`src/rtl/lpm_pkg.sv`:
```
package lpm_pkg;

  typedef enum logic [2:0] {
    ST_RESET  = 3'd0,
    ST_RUN    = 3'd1,
    ST_SLEEP  = 3'd2,
    ST_SSTBY  = 3'd3,
    ST_SETTLE = 3'd4,
    ST_HWSTBY = 3'd5
  } lpmState_e;

  // control -> datapath
  typedef struct packed {
    logic loadSettle;
    logic runSettle;
  } dpCmd_t;

  // datapath -> control
  typedef struct packed {
    logic wakeSleep;
    logic wakeStby;
    logic settleDone;
  } dpStat_t;

endpackage

```
`src/rtl/lpm_datapath.sv`:
```
module lpm_datapath
  import lpm_pkg::*;
#(
  parameter int NUM_IRQ   = 8,
  parameter int SEL_W     = 3,
  parameter int BASE_LOG2 = 7
) (
  input  logic               clk,
  input  dpCmd_t             cmd,
  input  logic [SEL_W-1:0]   settleSel,
  input  logic               nmiReq,
  input  logic [NUM_IRQ-1:0] irqReq,
  input  logic [NUM_IRQ-1:0] irqEn,
  input  logic               auxWakeReq,
  input  logic               auxWakeEn,
  input  logic               periphIrqReq,
  input  logic               cpuMask,
  output dpStat_t            stat
);

  localparam int CNT_W = BASE_LOG2 + (1 << SEL_W);

  logic [NUM_IRQ-1:0] irqHit;
  logic               anyIrq;
  logic               auxHit;
  logic [CNT_W-1:0]   settleCnt;
  logic [CNT_W-1:0]   settleLoad;

  // per-line enable gating
  for (genvar gi = 0; gi < NUM_IRQ; gi++) begin : g_irqGate
    assign irqHit[gi] = irqReq[gi] & irqEn[gi];
  end

  assign anyIrq = |irqHit;
  assign auxHit = auxWakeReq & auxWakeEn;

  // light sleep also accepts peripheral interrupts; deep standby does not
  assign stat.wakeSleep  = nmiReq | (~cpuMask & (anyIrq | auxHit | periphIrqReq));
  assign stat.wakeStby   = nmiReq | (~cpuMask & (anyIrq | auxHit));
  assign stat.settleDone = (settleCnt == '0);

  // wait of 2^(BASE_LOG2+n) cycles, counted as load value N-1 down to zero
  assign settleLoad = (CNT_W'(1) << (BASE_LOG2 + int'(settleSel))) - CNT_W'(1);

  always_ff @(posedge clk) begin
    if (cmd.loadSettle) begin
      settleCnt <= settleLoad;
    end else if (cmd.runSettle && (settleCnt != '0)) begin
      settleCnt <= settleCnt - CNT_W'(1);
    end
  end

endmodule

```
`src/rtl/lpm_control.sv`:
```
module lpm_control
  import lpm_pkg::*;
(
  input  logic      clk,
  input  logic      sleepReq,
  input  logic      standbySel,
  input  logic      resetPinN,
  input  logic      hwStbyN,
  input  dpStat_t   stat,
  output dpCmd_t    cmd,
  output lpmState_e state,
  output logic      cpuClkEn,
  output logic      periClkEn,
  output logic      oscEn,
  output logic      wakeExcStrobe,
  output logic      resetExcStrobe
);

  lpmState_e nextState;
  logic      nextWake;
  logic      nextRst;

  always_comb begin
    nextState      = state;
    nextWake       = 1'b0;
    nextRst        = 1'b0;
    cmd.loadSettle = 1'b0;
    cmd.runSettle  = 1'b0;
    unique case (state)
      ST_HWSTBY: nextState = ST_RESET;
      ST_RESET: begin
        nextState = ST_RUN;
        nextRst   = 1'b1;
      end
      ST_RUN: begin
        if (sleepReq) nextState = standbySel ? ST_SSTBY : ST_SLEEP;
      end
      ST_SLEEP: begin
        if (stat.wakeSleep) begin
          nextState = ST_RUN;
          nextWake  = 1'b1;
        end
      end
      ST_SSTBY: begin
        if (stat.wakeStby) begin
          nextState      = ST_SETTLE;
          cmd.loadSettle = 1'b1;
        end
      end
      ST_SETTLE: begin
        cmd.runSettle = 1'b1;
        if (stat.settleDone) begin
          nextState = ST_RUN;
          nextWake  = 1'b1;
        end
      end
      default: nextState = ST_RESET;
    endcase
    // pin overrides: hardware standby first, then reset
    if (!hwStbyN) begin
      nextState      = ST_HWSTBY;
      nextWake       = 1'b0;
      nextRst        = 1'b0;
      cmd.loadSettle = 1'b0;
    end else if (!resetPinN) begin
      nextState      = ST_RESET;
      nextWake       = 1'b0;
      nextRst        = 1'b0;
      cmd.loadSettle = 1'b0;
    end
  end

  always_ff @(posedge clk) begin
    state          <= nextState;
    wakeExcStrobe  <= nextWake;
    resetExcStrobe <= nextRst;
  end

  assign cpuClkEn  = (state == ST_RUN);
  assign periClkEn = (state == ST_RUN) || (state == ST_SLEEP);
  assign oscEn     = (state == ST_RUN) || (state == ST_SLEEP) ||
                     (state == ST_SETTLE) || (state == ST_RESET);

endmodule

```
`src/rtl/lpm_ctrl.sv`:
```
module lpm_ctrl
  import lpm_pkg::*;
#(
  parameter int NUM_IRQ   = 8,
  parameter int SEL_W     = 3,
  parameter int BASE_LOG2 = 7
) (
  input  logic               clk,
  input  logic               sleepReq,
  input  logic               standbySel,
  input  logic [SEL_W-1:0]   settleSel,
  input  logic               nmiReq,
  input  logic [NUM_IRQ-1:0] irqReq,
  input  logic [NUM_IRQ-1:0] irqEn,
  input  logic               auxWakeReq,
  input  logic               auxWakeEn,
  input  logic               periphIrqReq,
  input  logic               cpuMask,
  input  logic               resetPinN,
  input  logic               hwStbyN,
  output logic               cpuClkEn,
  output logic               periClkEn,
  output logic               oscEn,
  output logic               wakeExcStrobe,
  output logic               resetExcStrobe
);

  dpCmd_t    dpCmd;
  dpStat_t   dpStat;
  lpmState_e curState;

  lpm_datapath #(
    .NUM_IRQ  (NUM_IRQ),
    .SEL_W    (SEL_W),
    .BASE_LOG2(BASE_LOG2)
  ) u_dp (
    .clk         (clk),
    .cmd         (dpCmd),
    .settleSel   (settleSel),
    .nmiReq      (nmiReq),
    .irqReq      (irqReq),
    .irqEn       (irqEn),
    .auxWakeReq  (auxWakeReq),
    .auxWakeEn   (auxWakeEn),
    .periphIrqReq(periphIrqReq),
    .cpuMask     (cpuMask),
    .stat        (dpStat)
  );

  lpm_control u_ctl (
    .clk           (clk),
    .sleepReq      (sleepReq),
    .standbySel    (standbySel),
    .resetPinN     (resetPinN),
    .hwStbyN       (hwStbyN),
    .stat          (dpStat),
    .cmd           (dpCmd),
    .state         (curState),
    .cpuClkEn      (cpuClkEn),
    .periClkEn     (periClkEn),
    .oscEn         (oscEn),
    .wakeExcStrobe (wakeExcStrobe),
    .resetExcStrobe(resetExcStrobe)
  );

endmodule

```
`config.mk`:
```
export PLATFORM = sky130hd
export DESIGN_NAME = lpm_ctrl
export DESIGN_NICKNAME = d
export VERILOG_FILES = /design/src/rtl/lpm_pkg.sv /design/src/rtl/lpm_datapath.sv /design/src/rtl/lpm_control.sv /design/src/rtl/lpm_ctrl.sv
export SDC_FILE = /design/constraint.sdc
export NUM_CORES = 1
export LEC_CHECK = 0
export BUFFER_PORTS_ARGS = -buffer_cell sky130_fd_sc_hd__buf_2
export CORE_ASPECT_RATIO = 1.1
export CORE_UTILIZATION = 50
export DETAILED_ROUTE_END_ITERATION = 8
export PLACE_DENSITY = 0.87
export SETUP_SLACK_MARGIN = 0.02
export SYNTH_ARGS = -nofsm -noshare
export SYNTH_HDL_FRONTEND = slang
export SYNTH_SLANG_ARGS = --single-unit
export TNS_END_PERCENT = 50
```
`constraint.sdc`:
```
create_clock -name clk -period 2.5 [get_ports clk]
set_input_delay 0.5 -clock clk [delete_from_list [all_inputs] [get_ports clk]]
set_output_delay 0.5 -clock clk [all_outputs]
set_load 0.02 [all_outputs]
```
### After elaboration in Yosys (flattened, before gate mapping)

Index checks and enable logic that the tools add are counted.

| word-level totals | value |
|---|---|
| register bits after elaboration | 20 |
| logic and storage cells | 67 |

| cells by class | value |
|---|---|
| add/subtract/negate cells | 3 |
| equality and inequality tests | 12 |
| shift-type cells | 1 |
| muxes and demuxes | 18 |
| bitwise logic cells | 16 |
| reductions and logical operators | 12 |

Operator list:

| cell | number |
|---|---|
| $shl 1x32->15 const A | 1 |
| $mux 15 | 2 |
| $logic_not 15->1 | 1 |
| $mux 3 | 5 |
| $pmux 3 s5 | 1 |
| $reduce_bool 15->1 | 1 |
| $sub 15x1->15 const B | 1 |
| $sub 15x2->15 const B | 1 |
| $ne 3x3->1 const B | 4 |
| $and 1x1->1 | 11 |
| $mux 1 | 9 |
| $ne 2x2->1 const B | 4 |
| $reduce_and 4->1 | 2 |
| $reduce_or 8->1 | 1 |
| $eq 3x2->1 const B | 2 |
| $add 3x3->4 const A | 1 |
| $or 1x1->1 | 4 |
| $eq 3x1->1 const B | 1 |
| $eq 3x3->1 const B | 1 |
| $logic_not 3->1 | 1 |
| $logic_or 1x1->1 | 3 |
| $pmux 1 s2 | 1 |
| $reduce_and 2->1 | 1 |
| $reduce_bool 2->1 | 1 |
| 2 further kinds | 2 |

### Logic depth before layout (Yosys ltp)

| depth | value |
|---|---|
| depth after elaboration | 10 |
| gate-level depth with buffers | 7 |
| gate-level depth less buffers | 7 |

### Cells and area by module

Synthesis repeated with hierarchy kept, for this count alone.

| second synthesis, totals | value |
|---|---|
| cell total of the unflattened synthesis | 135 |
| area total of the unflattened synthesis | 1337.5 µm² |

Modules (own cells, without submodules):

| module | times used | cells an instance | area an instance (µm²) | seq. area each (µm²) |
|---|---|---|---|---|
| lpm_datapath | 1 | 97 | 1026.0 | 450.4 |
| lpm_control | 1 | 38 | 311.5 | 100.1 |

### Worst setup path before layout

Ideal clock, no wire load.

| timing | value |
|---|---|
| path type | input to register |
| start point | in irqReq[1] |
| end point | reg u_dp.settleCnt[0] (enable) |
| library setup time | 0.354 ns |
| data arrival time | 1.890 ns |
| required time | 2.146 ns |
| slack | 0.256 ns |
| stages on the path | 5 |
| path buffers | 1 |
| cells stage by stage | a222oi_1 a41oi_1 o2111ai_4 buf_6 nand2_1 |

| on the way | value |
|---|---|
| cells in the longest elaborated chain, start to end | 10 |

RTL lines:

| item | line | source |
|---|---|---|
| start, declared | lpm_ctrl.sv:13 | `input logic [NUM_IRQ-1:0] irqReq,` |
| $and 1x1->1 | lpm_datapath.sv:31 | `assign irqHit[gi] = irqReq[gi] & irqEn[gi];` |
| $reduce_or 8->1 | lpm_datapath.sv:34 | `assign anyIrq = \|irqHit;` |
| $or 1x1->1 | lpm_datapath.sv:39 | `assign stat.wakeStby = nmiReq \| (~cpuMask & (anyIrq \| auxHit));` |
| $and 1x1->1 | lpm_datapath.sv:39 |  |
| $or 1x1->1 | lpm_datapath.sv:39 |  |
| $mux 1 | lpm_control.sv:45 | `if (stat.wakeStby) begin` |
| $mux 1 | lpm_control.sv:29 | `unique case (state)` |
| $mux 1 | lpm_control.sv:65 | `end else if (!resetPinN) begin` |
| $mux 1 | lpm_control.sv:60 | `if (!hwStbyN) begin` |
| $reduce_bool 2->1 (no source line) | - |  |
| end signal, assigned | lpm_datapath.sv:47 | `settleCnt <= settleLoad;` |
| end signal, assigned | lpm_datapath.sv:49 | `settleCnt <= settleCnt - CNT_W'(1);` |
| end, declared | lpm_datapath.sv:26 | `logic [CNT_W-1:0] settleCnt;` |

Every way passes these cells.
A chain may end at the register's enable or synchronous reset.

### Worst setup path in the final report

| timing | value |
|---|---|
| start point | reg u_dp.settleCnt[0] |
| end point | reg u_ctl.wakeExcStrobe |

| on the way | value |
|---|---|
| cells in the longest elaborated chain, start to end | 3 |

RTL lines:

| item | line | source |
|---|---|---|
| $logic_not 15->1 | lpm_datapath.sv:40 | `assign stat.settleDone = (settleCnt == '0);` |
| $mux 1 | lpm_control.sv:52 | `if (stat.settleDone) begin` |
| $pmux 1 s2 | lpm_control.sv:29 |  |
| end signal, assigned | lpm_control.sv:75 | `wakeExcStrobe <= nextWake;` |
| end, declared | lpm_control.sv:15 | `output logic wakeExcStrobe,` |

Every way passes these cells.

==> reports/metrics.cfg <==
[hold_path]
hold_class = input pin to flop

[clocking]
cts_buffer_depth = 2
post_cts_buffers = 0
htreeDepth = 1
clk_latency_ns = 0.31
clk_pin_slew_ns = 0.11
cts_resized = 0
ctsHoldBuffers = 0
tritoncts = built
cts_sinks = 20
cts_buffers = 3
root_buffer = clkbuf_4

[cells_and_area]
fin_nets = 200
n_fill_cell = 222
n_antenna_cell = 0
multiInputGateArea_um2 = 758.2
area_growth_pct = 16.64
layoutNonFillerInstCount = 199
regArea_um2 = 550.5
drive_gt1_share_pct = 29.76

[run]
drv_cap = 0

[setup_path]
timing.rr.start = u_dp.settleCnt[0]
reg2regPathDepth = 7
r2r-end = u_ctl.wakeExcStrobe
worstSetupEndpoint = u_ctl.wakeExcStrobe
crit_start = u_dp.settleCnt[0]
cp.required_ns = 2.73
reg2reg_slack_ns = 0.40
endpoint_kind = flop
crit_arrival_ns = 2.32
critPathKind = flop to flop
crit_path_start_kind = flop
crit_fanout = 3

[drt]
num_vias = 1116
drt_first_pass_iters = 4
drc = 0
drtIter0Drc = 16
antenna_left = 0
wire_per_inst_um = 13.79
via_per_inst = 5.608
drt-total-wl_um = 2745

[synth]
synth_area_leader_cell = edfxtp_1
postSynthAreaPerCell_um2 = 10.07
seq_area_frac_synth_pct = 41.12
ys_seq_elements = 20
synth_cell_types = 38
synthTopCellsByArea = edfxtp_1 (34%), dfxtp_1 (7.5%), mux2i_1 (6.0%)
synth_area_um2 = 1339
yosysWarnings = 0
synthCells = 133
yosys.area.top_type_share_pct = 33.64

[place]
port_buffers = 33
dp_cells = 195
place_congestion = 0.8067
dp_hpwl_um = 2153

[timing]
setup_viol = 0
max_freq_mhz = 476.8
period_minus_slack_ns = 2.098
fin_crit_sh_pct = 83.90
tns_ns = 0
hold_viol = 0
finClkSkew_ns = 0.001724
grt_setup_unrepaired = false
slew_viol_final = 0

[power]
peakVddDrop_uv = 374.3
p_total_uw = 742.3
power_density_nw_per_um2 = 475.3
p_leak_nw = 0.6356

[global_route]
grt_max_degree = 16
globalRouteOverflowTotal = 0
track_usage_pct = 21.85
first_global_vias = 1092
grt_pass1_wl_um = 4657
antenna_found_initial = 0

[floorplanning]
core.rowCount = 19
die_w_um = 51.34
die_height_um = 56.27
die_area_um2 = 2889
pin_count = 34
initial_core_util_pct = 53.13
fp.coreArea_um2 = 2520

[outcome]
status = completed

==> per-layer routing <==
metal  up-vias  global-route usage, %  routed length [um]
li1        564                      -                   -
met4         0                  8.108                  47
met5         -                      0                   0
met2        40                  38.72                1438
met3         4                  4.878                 128
met1       508                  25.17                1131
==> cells by family after synthesis <==
| family | after synthesis | share of synthesized area [%] |
|---|---|---|
| compound gates | 16 | 9.627 |
| xor+xnor | 13 | 8.505 |
| fa+ha+maj | 2 | 1.869 |
| buf+inv | 7 | 2.523 |
| flops | 20 | 41.12 |
| mux | 12 | 9.346 |
| other cells | 1 | 0.2801 |
| simple gates | 62 | 26.73 |
==> cell usage after synthesis <==
master,n
mux2_2,4
inv_1,2
nor3_1,4
nand2_1,17
nand4b_1,1
a222oi_1,1
a41oi_1,2
xor2_1,7
or3b_2,1
dfxtp_1,5
or2_2,2
o2111ai_4,1
conb_1,1
nor2_1,9
o211ai_1,2
clkbuf_1,4
nand2b_1,3
mux2i_1,8
nor3_2,2
nand3_1,4
a21oi_1,4
ha_1,2
nor2b_1,2
and3b_1,1
nor3b_1,4
and2_1,1
xnor2_1,6
nor4_1,2
a22oi_1,3
o21ai_0,2
a211oi_1,1
or4_1,1
nor4_4,1
buf_6,1
edfxtp_1,15
nor4b_2,1
or3_1,2
nand4_1,4
==> worst min-delay path by stage <==
stage / from / endpoint / slack, ns / depth (start not counted)
2_1_floorplan: u_dp.settleCnt[0] / u_dp.settleCnt[0] / 0.56 / 1
3_3_place_gp: u_ctl.state[2] / u_ctl.resetExcStrobe / 0.58 / 1
5_1_grt: hwStbyN / u_ctl.state[2] / 0.43 / 2
6_report: sleepReq / u_ctl.state[1] / 0.43 / 3
4_1_cts: sleepReq / u_ctl.state[1] / 0.42 / 3
3_5_place_dp: u_ctl.state[2] / u_ctl.resetExcStrobe / 0.59 / 1
==> final cells by class <==
cell class / count / area share (%)
Multi-Input combinational cell: 107 / 48.56
Sequential cell: 20 / 35.26
Tap cell: 31 / 2.484
Clock buffer: 4 / 1.683
Inverter: 2 / 0.4808
Timing Repair Buffer: 35 / 11.54
==> worst max-delay path: stages, from the launching register on <==
cell      delay [ns]
edfxtp_1        0.45
inv_1           0.09
ha_1            0.19
nor3b_1         0.35
nand4_1         0.26
nor4b_2         0.34
nor2_1          0.08
a211oi_1        0.26
==> power breakdown <==
group | internal [mW] | total [mW] | switching, mW
sequential | 0.392 | 0.426 | 0.0335
clock | 0.0625 | 0.166 | 0.103
combinational | 0.0717 | 0.151 | 0.0788
total | 0.527 | 0.742 | 0.216
==> flip-flops by register name (all words and copies together) (netlist names) <==
name,cells
u_ctl.state,3
u_ctl.resetExcStrobe,1
u_dp.settleCnt,15
u_ctl.wakeExcStrobe,1
==> through the flow <==
stage / instance area, um^2 / worst slack, ns / util, % / hold WS (ns)
2_1_floorplan: 1343 / 0.2562 / - / 0.5645
3_3_place_gp: 1535 / 0.2524 / 60.92 / 0.5787
3_5_place_dp: 1535 / 0.1750 / 60.92 / 0.5944
4_1_cts: 1562 / 0.4050 / 61.97 / 0.4248
5_1_grt: 1562 / 0.2561 / 61.97 / 0.4342
6_report: 1562 / 0.4025 / 61.97 / 0.4310
==> layout by cell type, fill, tap and decap left out, types with 4 or more instances in the layout <==
cell      Yosys  routed
buf_2         0      33
nand2_1      17      17
edfxtp_1     15      15
nor2_1        9       9
mux2i_1       8       8
xor2_1        7       7
xnor2_1       6       6
dfxtp_1       5       5
nand3_1       4       4
nor3_1        4       4
nand4_1       4       4
nor3b_1       4       4
a21oi_1       4       4
mux2_2        4       4
Power figures use the tool's default switching activity.
